--- config.mk ---
export PLATFORM = sky130hd
export DESIGN_NAME = ext_irq_qualifier
export DESIGN_NICKNAME = d
export VERILOG_FILES = /design/src/rtl/ext_irq_pkg.sv /design/src/rtl/eiq_pol_reg.sv /design/src/rtl/eiq_pin_qual.sv /design/src/rtl/ext_irq_qualifier.sv
export SDC_FILE = /design/constraint.sdc
export NUM_CORES = 1
export LEC_CHECK = 0
export BUFFER_PORTS_ARGS = -buffer_cell sky130_fd_sc_hd__buf_2
export CORE_ASPECT_RATIO = 0.75
export CORE_MARGIN = 2
export CORE_UTILIZATION = 51
export CTS_CLUSTER_SIZE = 28
export DETAILED_ROUTE_END_ITERATION = 8
export PLACE_DENSITY = 0.82
export SYNTH_ARGS = -nofsm -noshare
export SYNTH_HDL_FRONTEND = slang
export SYNTH_SLANG_ARGS = --single-unit
export TNS_END_PERCENT = 30
--- constraint.sdc ---
create_clock -name clk -period 2 [get_ports clk]
set_input_delay 0.2 -clock clk [delete_from_list [all_inputs] [get_ports clk]]
set_output_delay 0.2 -clock clk [all_outputs]
set_load 0.05 [all_outputs]
--- src/rtl/ext_irq_pkg.sv ---
package ext_irq_pkg;

  // Width of the run-length counters; limits must stay below 2**CNT_W.
  localparam int CNT_W = 4;

  typedef logic [CNT_W-1:0] run_cnt_t;

  // Level after the per-pin trigger inversion: 1 means "active".
  function automatic logic active_level(input logic raw, input logic invert);
    return raw ^ invert;
  endfunction

  // Saturating increment of a run counter.
  function automatic run_cnt_t sat_inc(input run_cnt_t v, input run_cnt_t lim);
    return (v >= lim) ? lim : v + run_cnt_t'(1);
  endfunction

  // The last active sample needed is being seen now and the inactive run before it was long enough.
  function automatic logic qualifies(input logic lvl, input run_cnt_t low_cnt,
                                     input run_cnt_t hi_cnt, input run_cnt_t low_lim,
                                     input run_cnt_t hi_lim);
    return lvl && (hi_cnt == hi_lim - run_cnt_t'(1)) && (low_cnt >= low_lim);
  endfunction

endpackage

--- src/rtl/eiq_pol_reg.sv ---
module eiq_pol_reg #(
  parameter int NUM_PINS = 4,
  parameter int REG_W    = 32
) (
  input  logic                clk,
  input  logic                rst_n,
  input  logic                wr_en,
  input  logic [REG_W-1:0]    wr_data,
  output logic [NUM_PINS-1:0] pol_o,
  output logic [NUM_PINS-1:0] clr_o,
  output logic [REG_W-1:0]    rd_data_o
);

  localparam logic [REG_W-1:0] PIN_MASK = REG_W'((64'd1 << NUM_PINS) - 64'd1);

  logic [REG_W-1:0] pol_q;

  // only the pin bits are stored, reserved bits stay zero.
  always_ff @(posedge clk or negedge rst_n) begin
    if (!rst_n) pol_q <= '0;
    else if (wr_en) pol_q <= wr_data & PIN_MASK;
  end

  // per-pin history clear, raised only when the bit actually changes.
  for (genvar i = 0; i < NUM_PINS; i++) begin : g_bit
    assign pol_o[i] = pol_q[i];
    assign clr_o[i] = wr_en & (wr_data[i] ^ pol_q[i]);
  end

  assign rd_data_o = pol_q;

  // the polarity only moves on a write.
  assert_pol_hold_R7: assert property (@(posedge clk) disable iff (!rst_n)
    !wr_en |=> $stable(pol_q));

  // a clear is only ever requested by a write.
  assert_clear_from_write_R8: assert property (@(posedge clk) disable iff (!rst_n)
    (|clr_o) |-> wr_en);

endmodule

--- src/rtl/eiq_pin_qual.sv ---
module eiq_pin_qual
  import ext_irq_pkg::*;
#(
  parameter int MIN_LOW  = 2,
  parameter int MIN_HIGH = 2
) (
  input  logic clk,
  input  logic rst_n,
  input  logic pin_i,
  input  logic pol_i,
  input  logic hist_clr_i,
  output logic event_o
);

  localparam run_cnt_t LOW_LIM = run_cnt_t'(MIN_LOW);
  localparam run_cnt_t HI_LIM  = run_cnt_t'(MIN_HIGH);

  logic     in_q;     // input register: the latched pin
  logic     lvl;      // polarity-adjusted latched level
  run_cnt_t low_cnt;  // inactive run before the current active run
  run_cnt_t hi_cnt;   // current active run
  logic     fire;     // qualifying sample seen this cycle
  logic     evt_q;

  always_ff @(posedge clk or negedge rst_n) begin
    if (!rst_n) in_q <= 1'b0;
    else        in_q <= pin_i;
  end

  assign lvl  = active_level(in_q, pol_i);
  assign fire = qualifies(lvl, low_cnt, hi_cnt, LOW_LIM, HI_LIM);

  // Run-length tracking. low_cnt is held during an active run so the
  // qualification can look back at the run that preceded it.
  always_ff @(posedge clk or negedge rst_n) begin
    if (!rst_n) begin
      low_cnt <= '0;
      hi_cnt  <= '0;
    end else if (hist_clr_i) begin
      low_cnt <= '0;
      hi_cnt  <= '0;
    end else if (lvl) begin
      hi_cnt  <= sat_inc(hi_cnt, HI_LIM);
    end else begin
      hi_cnt  <= '0;
      low_cnt <= (hi_cnt != '0) ? run_cnt_t'(1) : sat_inc(low_cnt, LOW_LIM);
    end
  end

  always_ff @(posedge clk or negedge rst_n) begin
    if (!rst_n) evt_q <= 1'b0;
    else        evt_q <= fire & ~hist_clr_i;
  end

  assign event_o = evt_q;

  // each event lasts one cycle.
  assert_one_cycle_R5: assert property (@(posedge clk) disable iff (!rst_n)
    evt_q |=> !evt_q);

  // an event is preceded by two active and, before them, two inactive latched samples.
  assert_shape_R2: assert property (@(posedge clk) disable iff (!rst_n)
    $rose(evt_q) |-> ($past(lvl, 1) && $past(lvl, 2) && !$past(lvl, 3) && !$past(lvl, 4)));

  // a polarity change cannot qualify on the following cycle.
  assert_clear_no_fire_R8: assert property (@(posedge clk) disable iff (!rst_n)
    hist_clr_i |=> !fire);

  // a qualifying sample always sits on an active level with a completed inactive run.
  assert_low_run_R3: assert property (@(posedge clk) disable iff (!rst_n)
    fire |-> (lvl && $past(low_cnt) != '0));

endmodule

--- src/rtl/ext_irq_qualifier.sv ---
module ext_irq_qualifier #(
  parameter int NUM_PINS = 4,
  parameter int REG_W    = 32,
  parameter int MIN_LOW  = 2,
  parameter int MIN_HIGH = 2
) (
  input  logic                clk,
  input  logic                rst_n,
  input  logic [NUM_PINS-1:0] pin_raw,
  input  logic                cfg_wr_en,
  input  logic [REG_W-1:0]    cfg_wr_data,
  output logic [REG_W-1:0]    cfg_rd_data,
  output logic [NUM_PINS-1:0] irq_event
);

  logic [NUM_PINS-1:0] pol;
  logic [NUM_PINS-1:0] hist_clr;

  eiq_pol_reg #(
    .NUM_PINS (NUM_PINS),
    .REG_W    (REG_W)
  ) u_pol (
    .clk       (clk),
    .rst_n     (rst_n),
    .wr_en     (cfg_wr_en),
    .wr_data   (cfg_wr_data),
    .pol_o     (pol),
    .clr_o     (hist_clr),
    .rd_data_o (cfg_rd_data)
  );

  // one independent qualifier per pin.
  for (genvar i = 0; i < NUM_PINS; i++) begin : g_pin
    eiq_pin_qual #(
      .MIN_LOW  (MIN_LOW),
      .MIN_HIGH (MIN_HIGH)
    ) u_qual (
      .clk        (clk),
      .rst_n      (rst_n),
      .pin_i      (pin_raw[i]),
      .pol_i      (pol[i]),
      .hist_clr_i (hist_clr[i]),
      .event_o    (irq_event[i])
    );
  end

  // the event outputs are low in the first cycle after reset.
  assert_quiet_after_reset_R1: assert property (@(posedge clk)
    $rose(rst_n) |-> (irq_event == '0));

endmodule

==> summary.md <==
| Metric | Value |
|---|---|
| Outcome | complete, no violations |
| Initial antenna violation count | 0 |
| Leak pwr | 1.34 nW |
| Combinational Power Share | 25.7% |
| Dpl cells | 290 |
| Vias after detailed routing | 1,477 |
| Net Sw Frac | a little over a third |
| WL met1 | between 1.5 and 2 mm |
| Arr. time, crit path | 1.77 ns |
| CTS tree | yes |
| Full die area | ~5400 um2 |
| Root Driver | clkbuf_8 |
| RSZ-0062 raised after global routing | no |
| Final number of setup-violating endpoints | 0 |
| Flops & latches, synth | 44 |
| Final RePlAce weighted congestion | roughly 0.81 |
| DP Wirelength | 2.71 mm |
| Total GRT Usage | around 15% |
| Fin Setup TNS | 0 ns |
| Power per Cell Area | 853 nW/um2 |
| Crit path cell chain | inv_1 -> ha_1 -> or4_1 -> o211ai_1 -> a21oi_1 |
| Core Box Area | ~4600 um2 |
| Final Cycle Share | approximately four fifths |
| Worst Tran Pin Value | roughly 0.54 ns |
| NumNets Final | approximately 310 |
| ANT cells | 0 |
| Routed wire length | ~3.7 mm |
| Syn avg cell area | about 11 um2 |
| Die H | 64.3 um |
| Synth warn | 0 |
| Post-Syn Instances | 222 |
| Final Hold Violating Endpoints | 0 |
| Crit-path slowest cell | or4_1 |
| VDD IR max | 593 uV |
| Nature of the critical path startpoint | flop |
| Mapped cell area | between 2000 and 2500 um2 |
| Largest stage delay on the critical path | roughly 0.54 ns |
| DRT iter0 DRCs | 98 |
| Post-synth ARST share | 100% |
| CP max FO | 3 |
| Clk Latency, worst-skew pair | approximately 0.29 ns |
| Worst Setup End Kind | flop |
| PortBufs | 18 |
| Number of flops mapped to enable cells by yosys | 0 |
| Vias in the first global route | 1,415 |
| Share of cells above drive strength 1 | ~17% |
| Std-Cell Rows | 21 |
| Area Growth Syn to Fin | 4.61% |
| Worst Hold Class | in2reg |
| Worst-path clk slew | roughly 0.09 ns |
| WL met2 | 1.79 mm |
| Initial DRT Pass Iterations | 4 |
| Die X-Extent | 84.4 um |
| DR DRC count | 0 |
| Total CTS buffers | 5 |
| Critical Path RT | roughly 2.2 ns |
| Top FF cell, synth | dfrtp_1 |
| Crit path max-delay family | simple AND/OR/NAND/NOR gates |
| Fin crit period | roughly 1.6 ns |
| Slew Limit Fails | 0 |
| Longest Clk Path Bufs | 2 |
| Routed wl met3 | roughly 160 um |
| NetSw | roughly 0.77 mW |
| Wire length per cell | 12.2 um |
| Largest net degree at the start of global routing | between 40 and 50 |
| Buf/Inv on CP | 1 |
| Fin cells | 300 |
| Clk pwr share | a little over a quarter |
| Seq pwr share | 47.9% |
| Max-slew headroom | between 60 and 70% |
| H-tree depth | 2 |
| Highest routed layer | met4 |
| P_int | 1.44 mW |
| Max-cap violation count | 0 |
| Skew final | approximately 0.0087 ns |
| Global-route wire length before repair | 6.30 mm |
| Overflow after GRT | 0 |
| Initial Util | between 50 and 60% |
| Setup slack after layout | 0.411 ns |
| I/O pins | 75 |
| Unique masters post-synth | 36 |
| Routed Antenna Nets | 0 |
| Clk sinks | 44 |
| Place WS | 0.431 ns |
| DR vias/cell | 4.92 |
| Worst setup path class | reg2reg |
| Sequential fraction of the synthesis area | between 40% and 50% |
| Max Fclk | roughly 630 MHz |
[cell usage after synthesis, drive strengths merged, types with 6 or more instances]
cell type | count | area, um2
and2 | 6 | 37.5
buf | 39 | 285
dfrtp | 44 | 1100
nor2 | 9 | 33.8
nand2 | 13 | 48.8
and3 | 7 | 43.8
xor2 | 7 | 61.3
inv | 16 | 60.1
nor4 | 7 | 62.6
ha | 24 | 300
[cell usage in the layout (no fill, tap or decap), drive strengths merged, types with 2 or more instances in the layout]
cell / instances
inv: 16
a211oi: 2
xnor2: 2
a21bo: 3
nor2b: 3
or3b: 2
a222oi: 2
ha: 24
or2b: 2
a32o: 4
conb: 32
mux2: 4
buf: 19
a22o: 2
xor2: 7
a21oi: 3
nor4: 7
nor3b: 4
o22ai: 3
nand2: 13
and4: 2
a21boi: 3
dfrtp: 44
dlygate4sd3: 2
and3: 7
clkbuf: 7
nor2: 9
and2: 6
[path summary, 6_finish.rpt]
path	start	end	slack, ns	cells after the start
worst max-delay path	g_pin[3].u_qual.low_cnt[0]	g_pin[3].u_qual.low_cnt[1]	0.41	5
worst min-delay path	pin_raw[1]	g_pin[1].u_qual.in_q	0.009	1
worst max register to register	g_pin[3].u_qual.low_cnt[0]	g_pin[3].u_qual.low_cnt[1]	0.41	5
worst min register to register	g_pin[1].u_qual.low_cnt[2]	g_pin[1].u_qual.low_cnt[2]	0.52	1
max in group asynchronous	rst_n	g_pin[2].u_qual.low_cnt[0]	1.13	3
min in group asynchronous	rst_n	g_pin[0].u_qual.in_q	0.49	3
[metal layers]
| metal | vias to the layer above | GRT usage, % |
|---|---|---|
| met1 | 714 | 17.6 |
| li1 | 726 | - |
| met4 | 0 | 2.98 |
| met3 | 5 | 4.01 |
| met5 | - | 0 |
| met2 | 32 | 26.1 |
[per-stage QoR]
stage	hold slack (ns)	power [mW]	utilization (%)	cell area, um2
floorplan	-0.0956	1.57	-	2590
CTS	0.00336	2.22	56.3	2570
global placement	0.304	1.61	54.0	2470
finish	0.00861	2.20	56.5	2580
detailed placement	0.309	1.64	54.0	2470
global route	0.00181	2.34	56.5	2580
[repair_timing]
item,CTS,global route
buffers inserted,0,0
hold buffers,1,1
endpoints found under the hold margin,36,1
resized for setup,0,0
[power by group through the flow]
stage / combinational [mW] / clock, mW / sequential (mW)
floorplan: 0.520 / 0 / 1.05
global placement: 0.545 / 0 / 1.07
detailed placement: 0.567 / 0 / 1.07
CTS: 0.571 / 0.595 / 1.06
global route: 0.643 / 0.625 / 1.07
finish: 0.567 / 0.583 / 1.06
[final cells by class]
type / count / area [um2]
Clock buffer: 7 / 86.3
Clock inverter: 1 / 7.51
Fill cell: 406 / 1990
Inverter: 16 / 60.1
Multi-Input combinational cell: 154 / 1140
Sequential cell: 44 / 1100
Tap cell: 57 / 71.3
Timing Repair Buffer: 21 / 118
[state kept, by name, indices dropped and copies added, names as in the netlist]
signal,flops
g_pin.u_qual.hi_cnt,16
g_pin.u_qual.in_q,4
u_pol.rd_data_o,4
g_pin.u_qual.low_cnt,16
g_pin.u_qual.event_o,4
[cell families after synthesis]
logic type | synth area share [%]
muxes | 1.82
buffers and inverters | 14.0
adders and majority gates | 12.2
DFF | 44.6
AOI/OAI and AO/OA | 9.73
xor gates and xnor gates | 3.19
and+or+nand+nor | 14.4
other | 0.152
(Power assumes the default switching activity.)
